## src/rtl/sar_ctrl_pkg.sv

```systemverilog
package sar_ctrl_pkg;

   typedef enum logic [1:0] {
      ST_SHUT   = 2'd0,
      ST_TRACK  = 2'd1,
      ST_SETTLE = 2'd2,
      ST_CONV   = 2'd3
   } sar_state_e;

endpackage

```

## src/rtl/sar_edge_sync.sv

```systemverilog
module sar_edge_sync #(
   parameter int STAGES = 2
) (
   input  logic clk,
   input  logic rst_n,
   input  logic async_in,
   output logic lvl,
   output logic lvl_d
);

   if (STAGES < 2) begin : g_bad_stages
      $error("sar_edge_sync: STAGES must be at least 2");
   end

   logic [STAGES-1:0] chain;

   always_ff @(posedge clk or negedge rst_n) begin
      if (!rst_n) begin
         chain <= '0;
         lvl_d <= 1'b0;
      end else begin
         chain <= {chain[STAGES-2:0], async_in};
         lvl_d <= chain[STAGES-1];
      end
   end

   assign lvl = chain[STAGES-1];

endmodule

```

## src/rtl/sar_search.sv

```systemverilog
module sar_search #(
   parameter int WIDTH = 12
) (
   input  logic             clk,
   input  logic             rst_n,
   input  logic             init,
   input  logic             step,
   input  logic             cmp_hi,
   output logic [WIDTH-1:0] dac_code,
   output logic [WIDTH-1:0] res_next,
   output logic             last
);

   logic [WIDTH-1:0] code;
   logic [WIDTH-1:0] mask;

   always_ff @(posedge clk or negedge rst_n) begin
      if (!rst_n) begin
         code <= '0;
         mask <= '0;
      end else if (init) begin
         code <= '0;
         mask <= {1'b1, {(WIDTH-1){1'b0}}};
      end else if (step && (mask != '0)) begin
         if (cmp_hi) code <= code | mask;
         mask <= mask >> 1;
      end
   end

   assign dac_code = code | mask;
   assign res_next = cmp_hi ? (code | mask) : code;
   assign last     = step & mask[0];

endmodule

```

## src/rtl/sar_shift_out.sv

```systemverilog
module sar_shift_out #(
   parameter int WIDTH = 12
) (
   input  logic             clk,
   input  logic             rst_n,
   input  logic             arm,
   input  logic             load,
   input  logic [WIDTH-1:0] load_val,
   input  logic             adv,
   output logic             sd_out,
   output logic             sd_oe,
   output logic             rd_done
);

   localparam int CNT_W = $clog2(WIDTH + 1);

   logic [WIDTH-1:0] shreg;
   logic [CNT_W-1:0] cnt;
   logic             active;
   logic             oe;

   always_ff @(posedge clk or negedge rst_n) begin
      if (!rst_n) begin
         shreg   <= '0;
         cnt     <= '0;
         active  <= 1'b0;
         oe      <= 1'b0;
         rd_done <= 1'b1;
      end else if (arm) begin
         shreg  <= '0;
         oe     <= 1'b1;
         active <= 1'b0;
      end else if (load) begin
         shreg   <= load_val;
         cnt     <= '0;
         oe      <= 1'b1;
         active  <= 1'b1;
         rd_done <= 1'b0;
      end else if (adv && active) begin
         shreg <= shreg << 1;
         cnt   <= cnt + 1'b1;
         if (cnt == CNT_W'(WIDTH - 1)) begin
            oe      <= 1'b0;
            active  <= 1'b0;
            rd_done <= 1'b1;
         end
      end
   end

   assign sd_out = shreg[WIDTH-1];
   assign sd_oe  = oe;

endmodule

```

## src/rtl/sar_conv_ctrl.sv

```systemverilog
module sar_conv_ctrl
   import sar_ctrl_pkg::*;
#(
   parameter int WIDTH        = 12,
   parameter int SYNC_STAGES  = 2,
   parameter int SEL_WIN      = 2,
   parameter int CONV_BUDGET  = 14,
   parameter bit DIFFERENTIAL = 1'b1
) (
   input  logic             clk,
   input  logic             rst_n,
   input  logic             cnv_start,
   input  logic             ser_clk,
   input  logic             cmp_hi,
   output logic [WIDTH-1:0] dac_code,
   output logic             pwr_en,
   output logic             trk_en,
   output logic             sel_alt,
   output logic             sd_out,
   output logic             sd_oe
);

   localparam int WIN_W = $clog2(SEL_WIN + 1);

   if (WIDTH < 2) begin : g_bad_width
      $error("sar_conv_ctrl: WIDTH must be at least 2");
   end
   if (SEL_WIN < 1) begin : g_bad_win
      $error("sar_conv_ctrl: SEL_WIN must be at least 1");
   end
   if (SEL_WIN + WIDTH > CONV_BUDGET) begin : g_bad_budget
      $error("sar_conv_ctrl: hold window plus search exceeds CONV_BUDGET");
   end

   // start and serial clock synchronizers
   logic st_lvl, st_lvl_d, sc_lvl, sc_lvl_d;

   sar_edge_sync #(.STAGES(SYNC_STAGES)) u_sync_start (
      .clk      (clk),
      .rst_n    (rst_n),
      .async_in (cnv_start),
      .lvl      (st_lvl),
      .lvl_d    (st_lvl_d)
   );

   sar_edge_sync #(.STAGES(SYNC_STAGES)) u_sync_sclk (
      .clk      (clk),
      .rst_n    (rst_n),
      .async_in (ser_clk),
      .lvl      (sc_lvl),
      .lvl_d    (sc_lvl_d)
   );

   logic st_rise, st_fall, sclk_fall;
   assign st_rise   = st_lvl & ~st_lvl_d;
   assign st_fall   = ~st_lvl & st_lvl_d;
   assign sclk_fall = ~sc_lvl & sc_lvl_d;

   // sequencer
   sar_state_e       st;
   logic [WIN_W-1:0] win_cnt;
   logic             rd_done;
   logic             sar_last;

   always_ff @(posedge clk or negedge rst_n) begin
      if (!rst_n) begin
         st      <= ST_SHUT;
         win_cnt <= '0;
         sel_alt <= 1'b0;
      end else begin
         case (st)
            ST_SHUT: begin
               if (st_rise) begin
                  st      <= ST_TRACK;
                  sel_alt <= ~rd_done;
               end
            end
            ST_TRACK: begin
               if (st_fall) begin
                  st      <= ST_SETTLE;
                  win_cnt <= '0;
               end
            end
            ST_SETTLE: begin
               if (st_rise) begin
                  st      <= ST_TRACK;
                  sel_alt <= 1'b1;
               end else if (win_cnt == WIN_W'(SEL_WIN - 1)) begin
                  st <= ST_CONV;
               end else begin
                  win_cnt <= win_cnt + 1'b1;
               end
            end
            ST_CONV: begin
               if (sar_last) st <= ST_SHUT;
            end
            default: st <= ST_SHUT;
         endcase
      end
   end

   logic sar_init, sar_step, arm, load, adv;
   assign sar_init = (st == ST_SETTLE);
   assign sar_step = (st == ST_CONV);
   assign arm      = (st == ST_SHUT) && st_rise;
   assign load     = (st == ST_CONV) && sar_last;
   assign adv      = (st == ST_SHUT) && sclk_fall;
   assign pwr_en   = (st != ST_SHUT);
   assign trk_en   = (st == ST_TRACK);

   // successive-approximation search
   logic [WIDTH-1:0] res_raw;

   sar_search #(.WIDTH(WIDTH)) u_search (
      .clk      (clk),
      .rst_n    (rst_n),
      .init     (sar_init),
      .step     (sar_step),
      .cmp_hi   (cmp_hi),
      .dac_code (dac_code),
      .res_next (res_raw),
      .last     (sar_last)
   );

   // output word format
   logic [WIDTH-1:0] res_fmt;

   if (DIFFERENTIAL) begin : g_diff_fmt
      assign res_fmt = sel_alt ? {~res_raw[WIDTH-1], res_raw[WIDTH-2:0]} : res_raw;
   end else begin : g_se_fmt
      assign res_fmt = res_raw;
   end

   // serial readout
   sar_shift_out #(.WIDTH(WIDTH)) u_shift (
      .clk      (clk),
      .rst_n    (rst_n),
      .arm      (arm),
      .load     (load),
      .load_val (res_fmt),
      .adv      (adv),
      .sd_out   (sd_out),
      .sd_oe    (sd_oe),
      .rd_done  (rd_done)
   );

endmodule

```

## config.mk

```make
export PLATFORM = sky130hd
export DESIGN_NAME = sar_conv_ctrl
export DESIGN_NICKNAME = d
export VERILOG_FILES = /design/src/rtl/sar_ctrl_pkg.sv /design/src/rtl/sar_edge_sync.sv /design/src/rtl/sar_search.sv /design/src/rtl/sar_shift_out.sv /design/src/rtl/sar_conv_ctrl.sv
export SDC_FILE = /design/constraint.sdc
export NUM_CORES = 1
export LEC_CHECK = 0
export BUFFER_PORTS_ARGS = -buffer_cell sky130_fd_sc_hd__clkbuf_2
export CAP_MARGIN = 10
export CORE_MARGIN = 2
export CORE_UTILIZATION = 54
export DETAILED_ROUTE_END_ITERATION = 12
export GPL_TIMING_DRIVEN = 0
export PLACE_DENSITY = 0.73
export SYNTH_ARGS = -nofsm -noshare
export SYNTH_HDL_FRONTEND = slang
export SYNTH_SLANG_ARGS = --single-unit
```

## constraint.sdc

```tcl
create_clock -name clk -period 3.75 [get_ports clk]
set_input_delay 0 -clock clk [delete_from_list [all_inputs] [get_ports clk]]
set_output_delay 0 -clock clk [all_outputs]
set_load 0.02 [all_outputs]
```

==> results of run 1 <==
## power by group
| part | switching [W] | leakage (nW) | internal [W] |
|---|---|---|---|
| clock network | 0.000169 | 0.0395 | 0.000133 |
| logic | 0.000325 | 0.554 | 0.000227 |
| registers | 0.0000916 | 0.694 | 0.000700 |
| total | 0.000585 | 1.29 | 0.00106 |
## Yosys cell counts (3+ instances only)
master    number
nand3_1       15
nor2b_1        4
o21ai_0       16
buf_2          3
nor2_1        30
mux2i_1        4
inv_1         26
a21oi_1       38
clkbuf_1       4
or2_2         12
o22a_1        10
nand2_1        4
dfrtp_1       53
## placed cells by master (no fill, tap or decap), drive strengths merged, types with 2 or more instances in the layout
cell type    synthesis  routed
buf                  7       8
or2                 14      14
mux2i                4       4
inv                 26      26
nand2b               3       3
o22a                10      10
nor2                31      31
nand2                4       4
clkbuf               4      33
ha                   2       2
a21oi               38      38
nor2b                4       4
dlygate4sd3          0       3
nand3               15      15
nor3                 2       2
dfrtp               53      53
o21ai               17      17
## per-layer routing
| layer | GRT usage, % | wire (um) | vias to the layer above |
|---|---|---|---|
| li1 | - | - | 908 |
| met1 | 29.47 | 2288 | 861 |
| met2 | 31.58 | 2231 | 24 |
| met3 | 4.360 | 135 | 2 |
| met4 | 4.403 | 25 | 0 |
| met5 | 0 | 0 | - |
## flip-flops by register name, indices dropped and copies added (netlist names)
name	count
u_search.mask	12
st	2
u_sync_sclk.lvl_d	1
u_sync_start.chain	2
u_shift.active	1
u_sync_start.lvl_d	1
win_cnt	2
sel_alt	1
u_sync_sclk.chain	2
u_search.code	12
u_shift.sd_oe	1
u_shift.shreg	12
u_shift.rd_done	1
u_shift.cnt	4
## final timing paths
kind,slack (ps),to,cells after the start,start
hold / removal,170,u_search.code[0]$_DFFE_PN0P_,4,cmp_hi
setup / recovery,2210,u_shift.shreg[5]$_DFFE_PN0P_,4,st[1]$_DFFE_PN0P_
min in group asynchronous,190,u_shift.cnt[0]$_DFFE_PN0P_,2,rst_n
max in group asynchronous,2950,u_shift.rd_done$_DFFE_PN1P_,3,rst_n
setup reg to reg,2210,u_shift.shreg[5]$_DFFE_PN0P_,4,st[1]$_DFFE_PN0P_
hold reg to reg,360,u_sync_start.chain[1]$_DFF_PN0_,0,u_sync_start.chain[0]$_DFF_PN0_
## through the flow
step	utilization, %	worst slack (ps)	instances	hold WS, ps	cell area [um^2]
2_1_floorplan	-	2320	250	-295.6	2444
3_3_place_gp	60.03	2209	323	107.8	2614
3_5_place_dp	60.49	2226	324	-20.67	2634
4_1_cts	63.02	2212	335	155.7	2744
5_1_grt	63.02	2096	335	189.6	2744
6_report	63.02	2211	335	172.6	2744
## worst max-delay path: cells and delay by family (launching register included)
family | cells | cell delay (ps)
flops | 1 | 440
buf+inv | 1 | 420
compound gates | 1 | 170
simple gates | 2 | 410
## kinds of logic (layout without fill, tap and decap cells)
logic type | count (synthesis) | after routing | synth area share, %
and+or+nand+nor | 79 | 79 | 17.67
DFF | 54 | 54 | 55.35
buffers and inverters | 37 | 70 | 6.298
muxes | 4 | 4 | 1.639
xor gates and xnor gates | 2 | 2 | 0.7170
adders and majority gates | 2 | 2 | 1.024
AOI/OAI and AO/OA | 72 | 72 | 17.31
## cell type report
type                    instances  area [um^2]  area share (%)
plain buffers                  11        56.30           2.052
inverters                      26        97.59           3.557
multi-input cells             159        937.1           34.15
repair buffers                 25        155.1           5.654
flip-flops and latches         54         1353           49.29
clock buffers                   8        80.08           2.918
well taps                      52        65.06           2.371
## repair_timing
item                                    4_1_cts  5_1_grt
hold buffers                                  3        0
endpoints found under the setup margin        0        0
buffers inserted                              0        0
endpoints found under the hold margin        19        0
==> impl_results.md, run 1 <==
- Run status: complete, no violations
- Synth Cell Area: 2444 um^2
- Row count: 24
- Sum Neg Setup Slack: 0 ps
- Initial DRC count: 77
- Max incr delay on CP: 440 ps
- Routability-driven placement congestion ratio: 0.7751
- Routed len/inst: 13.97 um
- Initial antenna violation count: 0
- CTS tree: yes
- Global-route wire length before repair: 7.990 mm
- PortBufs: 21
- Cell taking the most area after synthesis: dfrtp_1
- CTS Root Cell: clkbuf_8
- Syn nets: 257
- CP max-delay cell: dfrtp_1
- Share of cells above drive strength 1: 18.37%
- CP startpoint kind: register
- Post-synth EDFFs: 0
- Crit path cell chain: nand3_1 > clkbuf_1 > nor2_1 > o22a_1
- Hold Vio Cnt, Final: 0
- Io pins: 22
- Max-slew violations: 0
- CTS Buf Count: 5
- H-tree depth: 2
- Least-Margin Pin Slew: 499.4 ps
- Yosys warnings: 0
- Post-Syn Area per Cell: 9.774 um^2
- Post-CTS Resized: 0
- # fillers: 361
- Starting density of the core: 56.12%
- Min Clock Period, post-route: 1539 ps
- Worst-path fanout max: 10
- Async SR Flop Fraction: 100.0%
- Drt first pass iters: 4
- Final period util: 41.03%
- RSZ-0062 raised after global routing: false
- Peak supply drop: 0.0003520 V
- Most common flop cell mapped by yosys: dfrtp_1
- Nets: 289
- CTS clock-pin slew for the worst setup and hold paths: 90 ps
- Slew HR: 66.71%
- Vias in the first global route: 1722
- WS Path Type: reg -> reg
- Power Density: 599.4 nW/um^2
- Final setup violation count: 0
- Endpoint class of the critical path: register
- Worst hold path class: in -> reg
- Area grow syn2layout: 12.29%
- Die ar.: 5079 um^2
- CTS sink cnt: 54
- Cells after Synth: 250
- Seq/Total Area, Yosys: 55.35%
- Total Wirelength: 4.681 mm
- Synth top area cells: dfrtp_1 54%, a21oi_1 7.8%, nor2_1 4.6%
- DRC: 0
- Highest clock rate: 649.9 MHz
- Vert. Die Dim: 71.27 um
- Yosys top cell area share: 54.28%
- Vias per inst: 5.358
- Die W: 71.27 um
- Largest net degree at the start of global routing: 38
- Setup Skew: 3.216 ps
- Max Cap Viol: 0
- Detailed placement HPWL: 3.306 mm
- DR vias: 1795
- Antenna-violating nets left: 0
- Synthesized flop and latch total: 54
- Diodes inserted: 0
- Worst skew pair latency: 290 ps
- Leakage: 1.287 nW
- Total grt overflow: 0
- Worst endpoint required time: 3930 ps
- Tot Pwr: 0.001645 W
- Worst EP arrival: 1720 ps
- Gr usage total: 20.19%
- Largest buffer count on any clock path: 2
- Core Region: 4354 um^2
- Netlist cell types: 41
Note: power is estimated with default switching activity, not from simulation.
==> run 2: changes to the inputs <==
- ABC_AREA: default -> 1
- clock period: 3.75 -> 1.54 ns (I/O delays scaled with it)
==> impl_results.md, run 2 <==
- Max incr delay on CP: 450 ps (about the same)
- PortBufs: 21 (unchanged)
- Post-synth EDFFs: 0 (unchanged)
- Detailed placement HPWL: 3.927 mm (+19%)
- Area grow syn2layout: 12.24% (about the same)
- Hold Vio Cnt, Final: 0 (unchanged)
- Synth Cell Area: 2628 um^2 (+7.5%)
- Cell count after placement: 407 (+26%)
- Min Clock Period, post-route: 1390 ps (-149.0 ps)
- Worst endpoint required time: 1740 ps (-2190 ps)
- Seq/Total Area, Yosys: 51.48% (-3.9 points)
- Worst r2r dst: u_shift.shreg[1]$_DFFE_PN0P_
- Reg-to-Reg Start: st[1]$_DFFE_PN0P_
- Async SR Flop Fraction: 100.0% (unchanged)
- Worst path most repeated cell: nand2_1
- Total grt overflow: 0 (unchanged)
- CTS Buf Count: 5 (unchanged)
- Hold Path End: u_shift.shreg[0]$_DFFE_PN0P_
- Yosys top cell area share: 50.48% (-3.8 points)
- Vias per inst: 5.072 (-5.3%)
- Die ar.: 5440 um^2 (+7.1%)
- Nets: 370 (+28%)
- DR vias: 2120 (+18%)
- Vert. Die Dim: 73.76 um (+3.5%)
- Buffer count from post-CTS setup fixing: 0 (unchanged)
- Final setup violation count: 0 (unchanged)
- Multi-input logic area: 1051 um^2 (+12%)
- CP startpoint kind: register
- CTS Root Cell: clkbuf_8
- WS Path Type: reg -> reg
- Routed len/inst: 12.93 um (-7.4%)
- Most common flop cell mapped by yosys: dfrtp_1
- Worst hold path class: in -> reg
- Design area: 2949 um^2 (+7.5%)
- Hold path depth: 3 (-1)
- Initial DRC count: 109 (+42%)
- Core Util, Final: 62.85% (-0.16 points)
- Run status: complete, no violations
- Drt first pass iters: 6 (+2)
- Cells after Synth: 331 (+32%)
- CTS sink cnt: 54 (unchanged)
- Initial antenna violation count: 0 (unchanged)
- Gr usage total: 22.60% (+2.4 points)
- Worst skew pair latency: 310 ps (+20 ps)
- Synthesized flop and latch total: 54 (unchanged)
- CTS clock-pin slew for the worst setup and hold paths: 90 ps (about the same)
- Vias in the first global route: 2072 (+20%)
- Crit path cell chain: nor2_2 > nand3_1 > nand2_2 > inv_2 > buf_6 > nand2_1 > nand2_1
- Slew HR: 55.22% (-11 points)
- Io pins: 22 (unchanged)
- Starting density of the core: 56.00% (-0.12 points)
- Peak supply drop: 0.0006850 V (+95%)
- Placed cell areas: 2820 um^2 (+7.1%)
- R2r setup slk: 150 ps (-2060 ps)
- DRC: 0 (unchanged)
- Setup Skew: 8.938 ps (+5.722 ps)
- Endpoint class of the critical path: register
- Sequential Area: 1353 um^2 (unchanged)
- Max-slew violations: 0 (unchanged)
- Global-route wire length before repair: 9.273 mm (+16%)
- CTS tree: yes
- Power Density: 1363 nW/um^2 (+130%)
- Largest net degree at the start of global routing: 30 (-21%)
- Largest buffer count on any clock path: 2 (unchanged)
- Worst EP arrival: 1590 ps (-130 ps)
- Total Wirelength: 5.406 mm (+15%)
- Worst hold start: cmp_hi
- Leakage: 1.627 nW (+26%)
- Most common cell in the netlist: nand2_1
- Antenna-violating nets left: 0 (unchanged)
- Die W: 73.76 um (+3.5%)
- Post-Syn Area per Cell: 7.938 um^2 (-19%)
- Worst-path fanout max: 10 (unchanged)
- Biggest regs: u_search.code (12), u_search.mask (12), u_shift.shreg (12)
- Row count: 25 (+4.2%)
- R2R depth: 7 (+3)
- Synth top area cells: dfrtp_1 50%, nand2_1 19%, nand3_1 5.3%
- # fillers: 418 (+16%)
- Final non-filler cell total: 418 (+25%)
- Syn nets: 338 (+32%)
- Highest clock rate: 719.6 MHz (+11%)
- Max Cap Viol: 0 (unchanged)
- Leading cell type in the layout, fill and taps excluded: nand2_1
- CP max-delay cell: dfrtp_1
- Most frequent cells after synthesis: 132 x nand2_1, 53 x dfrtp_1, 36 x inv_1
- Final period util: 90.24% (+49 points)
- H-tree depth: 2 (unchanged)
- Cell taking the most area after synthesis: dfrtp_1
- Share of cells above drive strength 1: 15.11% (-3.3 points)
- Netlist cell types: 30 (-27%)
- Core Region: 4692 um^2 (+7.8%)
- Most frequent cells in the layout: 132 x nand2_1, 53 x dfrtp_1, 36 x inv_1, 28 x nand3_1, 21 x clkbuf_2
- Yosys warnings: 0 (unchanged)
- Least-Margin Pin Slew: 671.7 ps (+172.3 ps)
- Diodes inserted: 0 (unchanged)
- Routability-driven placement congestion ratio: 0.7926 (+2.3%)
-- run 2: cell types whose count changed after synthesis, moves of 4 or more --
cell      change
a21boi_1      +4
or2_2        -11
o22a_1       -10
nand3_1      +13
inv_1        +10
nor2_1       -18
a21boi_0      +6
inv_2         +4
nand2_2       +6
nand2_1     +128
a21oi_1      -36
nor2b_1       -4
mux2i_1       -4
-- run 2: metrics by stage --
stage | hold slack [ps] | TNS, ps | total power, W | worst slack (ps)
6_report | 33.46 | 0 | 0.004019 | 150.3
5_1_grt | 59.03 | -1.014 | 0.004315 | -1.014
4_1_cts | 22.79 | 0 | 0.004033 | 94.13
3_5_place_dp | 58.61 | 0 | 0.003199 | 118.1
3_3_place_gp | 108.6 | 0 | 0.003150 | 150.1
2_1_floorplan | -295.6 | 0 | 0.002806 | 251.1
-- run 2: critical path: cells and delay by family (launching register included) --
kind	cells	cell delay (ps)
buffers and inverters	2	180
and+or+nand+nor	5	660
DFF	1	450
-- run 2: area by class of cell --
type	instances	area share [%]
inverter	41	5.219
clock inverter	1	0.1697
buffer	10	2.630
sequential	54	45.86
timing repair buffer	25	5.261
tap	54	2.291
multi-input combinational	226	35.64
clock buffer	7	2.927
-- run 2: cells by family (layout without fill, tap and decap cells) --
logic type / Yosys count / count (layout) / synth area share, %
and+or+nand+nor: 187 / 187 / 30.10
adders and majority gates: 2 / 2 / 0.9522
xor gates and xnor gates: 2 / 2 / 0.6668
buffers and inverters: 51 / 84 / 8.809
AOI/OAI and AO/OA: 35 / 35 / 8.001
DFF: 54 / 54 / 51.48
-- run 2: worst max-delay path by stage --
stage,start,endpoint,cells after the start
after global routing,st[0]$_DFFE_PN0P_,u_search.mask[0]$_DFFE_PN0P_,5
after global placement,st[1]$_DFFE_PN0P_,u_shift.shreg[1]$_DFFE_PN0P_,7
final,st[1]$_DFFE_PN0P_,u_shift.shreg[1]$_DFFE_PN0P_,7
after detailed placement,u_search.mask[3]$_DFFE_PN0P_,u_search.code[5]$_DFFE_PN0P_,7
after CTS,u_search.mask[3]$_DFFE_PN0P_,u_search.code[5]$_DFFE_PN0P_,7
after floorplan,st[1]$_DFFE_PN0P_,u_shift.shreg[1]$_DFFE_PN0P_,9
-- run 2: metal layers --
metal / routed length (um) / global-route usage (%) / share of wire, % / up-vias
met3: 130 / 3.429 / 2.4 / 8
met5: 0 / 0 / 0 / -
met2: 2564 / 37.30 / 47 / 29
li1: - / - / - / 1098
met4: 79 / 8.283 / 1.5 / 0
met1: 2632 / 30.16 / 49 / 985
-- run 2: repair_timing --
item,4_1_cts,5_1_grt
setup endpoints to repair,0,5
hold endpoints to repair,27,0
hold buffers,3,0
resized for setup,0,2
-- run 2: report_power, final --
part | leakage, nW | internal, W | total, W | switching, W
Clock | 0.0482 | 0.000364 | 0.000828 | 0.000464
Combinational | 0.867 | 0.000455 | 0.00139 | 0.000931
Sequential | 0.713 | 0.00164 | 0.00181 | 0.000161
==> run 3: changes to the inputs <==
- PLACE_DENSITY: 0.73 -> 0.74
==> impl_results.md, run 3 (synthesized netlist as in run 2, its figures left out) <==
- Run status: complete, no violations
- CP startpoint kind: register
- RSZ-0062 raised after global routing: false
- Psw: 0.001542 W (-0.90%)
- Most frequent cells in the layout: 131 x nand2_1, 53 x dfrtp_1, 36 x inv_1, 28 x nand3_1, 21 x clkbuf_2
- Least-Margin Pin Slew: 654.0 ps (-17.62 ps)
- Vias in the first global route: 1980 (-4.4%)
- Gr usage total: 21.95% (-0.65 points)
- Worst EP arrival: 1610 ps (+20 ps)
- DR vias: 2135 (+0.71%)
- Vias per inst: 5.071 (about the same)
- Cell Int Power: 0.002637 W (+7.0%)
- Hold Vio Cnt, Final: 0 (unchanged)
- Io pins: 22 (unchanged)
- Clk pwr share: 22.4% (+1.8 points)
- Peak supply drop: 0.0006348 V (-7.3%)
- H-tree depth: 2 (unchanged)
- Starting density of the core: 56.00% (unchanged)
- Final setup violation count: 0 (unchanged)
- Total grt overflow: 0 (unchanged)
- Initial DRC count: 160 (+47%)
- CTS Root Cell: clkbuf_8
- Switch share: 36.89% (-1.8 points)
- Sequential power share: 43.1% (-1.8 points)
- Max incr delay on CP: 440 ps (about the same)
- WS Path Type: reg -> reg
- Nets: 373 (+0.81%)
- Reg-to-Reg Start: st[1]$_DFFE_PN0P_
- Leakage: 1.647 nW (+1.2%)
- PortBufs: 21 (unchanged)
- Largest net degree at the start of global routing: 32 (+6.7%)
- Total Wirelength: 5.292 mm (-2.1%)
- Crit path from: st[1]$_DFFE_PN0P_
- # fillers: 405 (-3.1%)
- CTS sink cnt: 54 (unchanged)
- Min Clock Period, post-route: 1408 ps (+17.98 ps)
- CTS clock-pin slew for the worst setup and hold paths: 90 ps (about the same)
- CTS tree: yes
- Worst hold path class: in -> reg
- Leading cell type in the layout, fill and taps excluded: nand2_1
- Max-slew violations: 0 (unchanged)
- Row count: 25 (unchanged)
- Worst path most repeated cell: nand2_1
- Largest buffer count on any clock path: 2 (unchanged)
- Crit path cell chain: nor2_2 > nand3_1 > nand2_2 > inv_2 > buf_6 > nand2_1 > nand2_1
- Die ar.: 5440 um^2 (unchanged)
- Final period util: 91.41% (+1.2 points)
- Core Util, Final: 63.60% (+0.75 points)
- Endpoint class of the critical path: register
- Routed len/inst: 12.57 um (-2.8%)
- Global-route wire length before repair: 9.114 mm (-1.7%)
- Area grow syn2layout: 13.57%
- Share of cells above drive strength 1: 16.08% (+0.97 points)
- DRC: 0 (unchanged)
- End of the critical path: u_shift.shreg[1]$_DFFE_PN0P_
- CP max-delay cell: dfrtp_1
- Core Region: 4692 um^2 (unchanged)
- Slew HR: 56.40% (+1.2 points)
- Setup Skew: 12.88 ps (+3.945 ps)
- Power Density: 1400 nW/um^2 (+2.7%)
- Initial antenna violation count: 0 (unchanged)
- CTS Buf Count: 5 (unchanged)
- Die W: 73.76 um (unchanged)
- Antenna-violating nets left: 0 (unchanged)
- Gate power share: 34.5% (about the same)
- Biggest regs: u_search.code (12), u_search.mask (12), u_shift.shreg (12)
- Detailed placement HPWL: 3.825 mm (-2.6%)
- Routability-driven placement congestion ratio: 0.7770 (-2.0%)
- Worst endpoint required time: 1740 ps (about the same)
- Multi-input logic area: 1046 um^2 (-0.48%)
- Worst-path fanout max: 10 (unchanged)
- R2R depth: 7 (unchanged)
- Worst r2r dst: u_shift.shreg[1]$_DFFE_PN0P_
- Worst skew pair latency: 310 ps (about the same)
- R2r setup slk: 130 ps (-20 ps)
- Sequential Area: 1353 um^2 (unchanged)
- Highest clock rate: 710.4 MHz (-1.3%)
- Drt first pass iters: 4 (-2)
- Diodes inserted: 0 (unchanged)
- Sum Neg Setup Slack: 0 ps (unchanged)
- Vert. Die Dim: 73.76 um (unchanged)
- Max Cap Viol: 0 (unchanged)
## run 3: per-stage QoR
step / worst slack [ps] / area, um^2 / total power (W) / hold WS [ps] / std cells
2_1_floorplan: 251.1 / 2628 / 0.002806 / -295.6 / 331
3_3_place_gp: 148.5 / 2800 / 0.003151 / 108.4 / 406
3_5_place_dp: 134.0 / 2820 / 0.003185 / 56.90 / 407
4_1_cts: 117.9 / 2959 / 0.004126 / 33.87 / 418
5_1_grt: 3.347 / 2984 / 0.004494 / 81.78 / 421
6_report: 132.3 / 2984 / 0.004179 / 37.53 / 421
## run 3: power by group through the flow
stage | Combinational [W] | Sequential [W] | Clock, W
6_report | 0.00144 | 0.00180 | 0.000937
5_1_grt | 0.00165 | 0.00184 | 0.00101
4_1_cts | 0.00137 | 0.00180 | 0.000956
3_5_place_dp | 0.00136 | 0.00182 | 0
3_3_place_gp | 0.00133 | 0.00182 | 0
2_1_floorplan | 0.00101 | 0.00179 | 0
## run 3: cell type report
cell class | count | share of cell area [%]
Buffer | 10 | 2.600
Clock buffer | 5 | 2.306
Clock inverter | 3 | 1.342
Inverter | 41 | 5.157
Multi-Input combinational cell | 226 | 35.05
Sequential cell | 54 | 45.33
Tap cell | 54 | 2.264
Timing Repair Buffer | 28 | 5.954
## run 3: how the worst min path moves through the flow
stage / startpoint / to / slack [ps] / cells past startpoint
6_report: cmp_hi / u_shift.shreg[0]$_DFFE_PN0P_ / 40 / 3
3_3_place_gp: cnv_start / u_sync_start.chain[0]$_DFF_PN0_ / 110 / 1
5_1_grt: cmp_hi / u_shift.shreg[0]$_DFFE_PN0P_ / 80 / 3
2_1_floorplan: rst_n / sel_alt$_DFFE_PN0P_ / -300 / 0
4_1_cts: cmp_hi / u_shift.shreg[0]$_DFFE_PN0P_ / 30 / 3
3_5_place_dp: rst_n / u_shift.sd_oe$_DFFE_PN0P_ / 60 / 1
## run 3: repair_timing
item	in CTS	in global routing
hold endpoints to repair	24	0
buffers inserted	0	3
gates resized for setup	0	1
endpoints found under the setup margin	0	2
hold buffers	3	0
## run 3: worst max-delay path, delay by kind of cell (launching register included)
kind,cells,cell delay [ps]
and+or+nand+nor,5,690
buffers and inverters,2,180
DFF,1,440
## run 3: routing by layer
layer  track usage (%)  share of wire (%)  vias up
met2             33.93                 48       27
met5                 0                  0        -
met1             32.35                 48      996
met4             6.061                1.2        0
met3             3.155                2.8        7
li1                  -                  -     1105
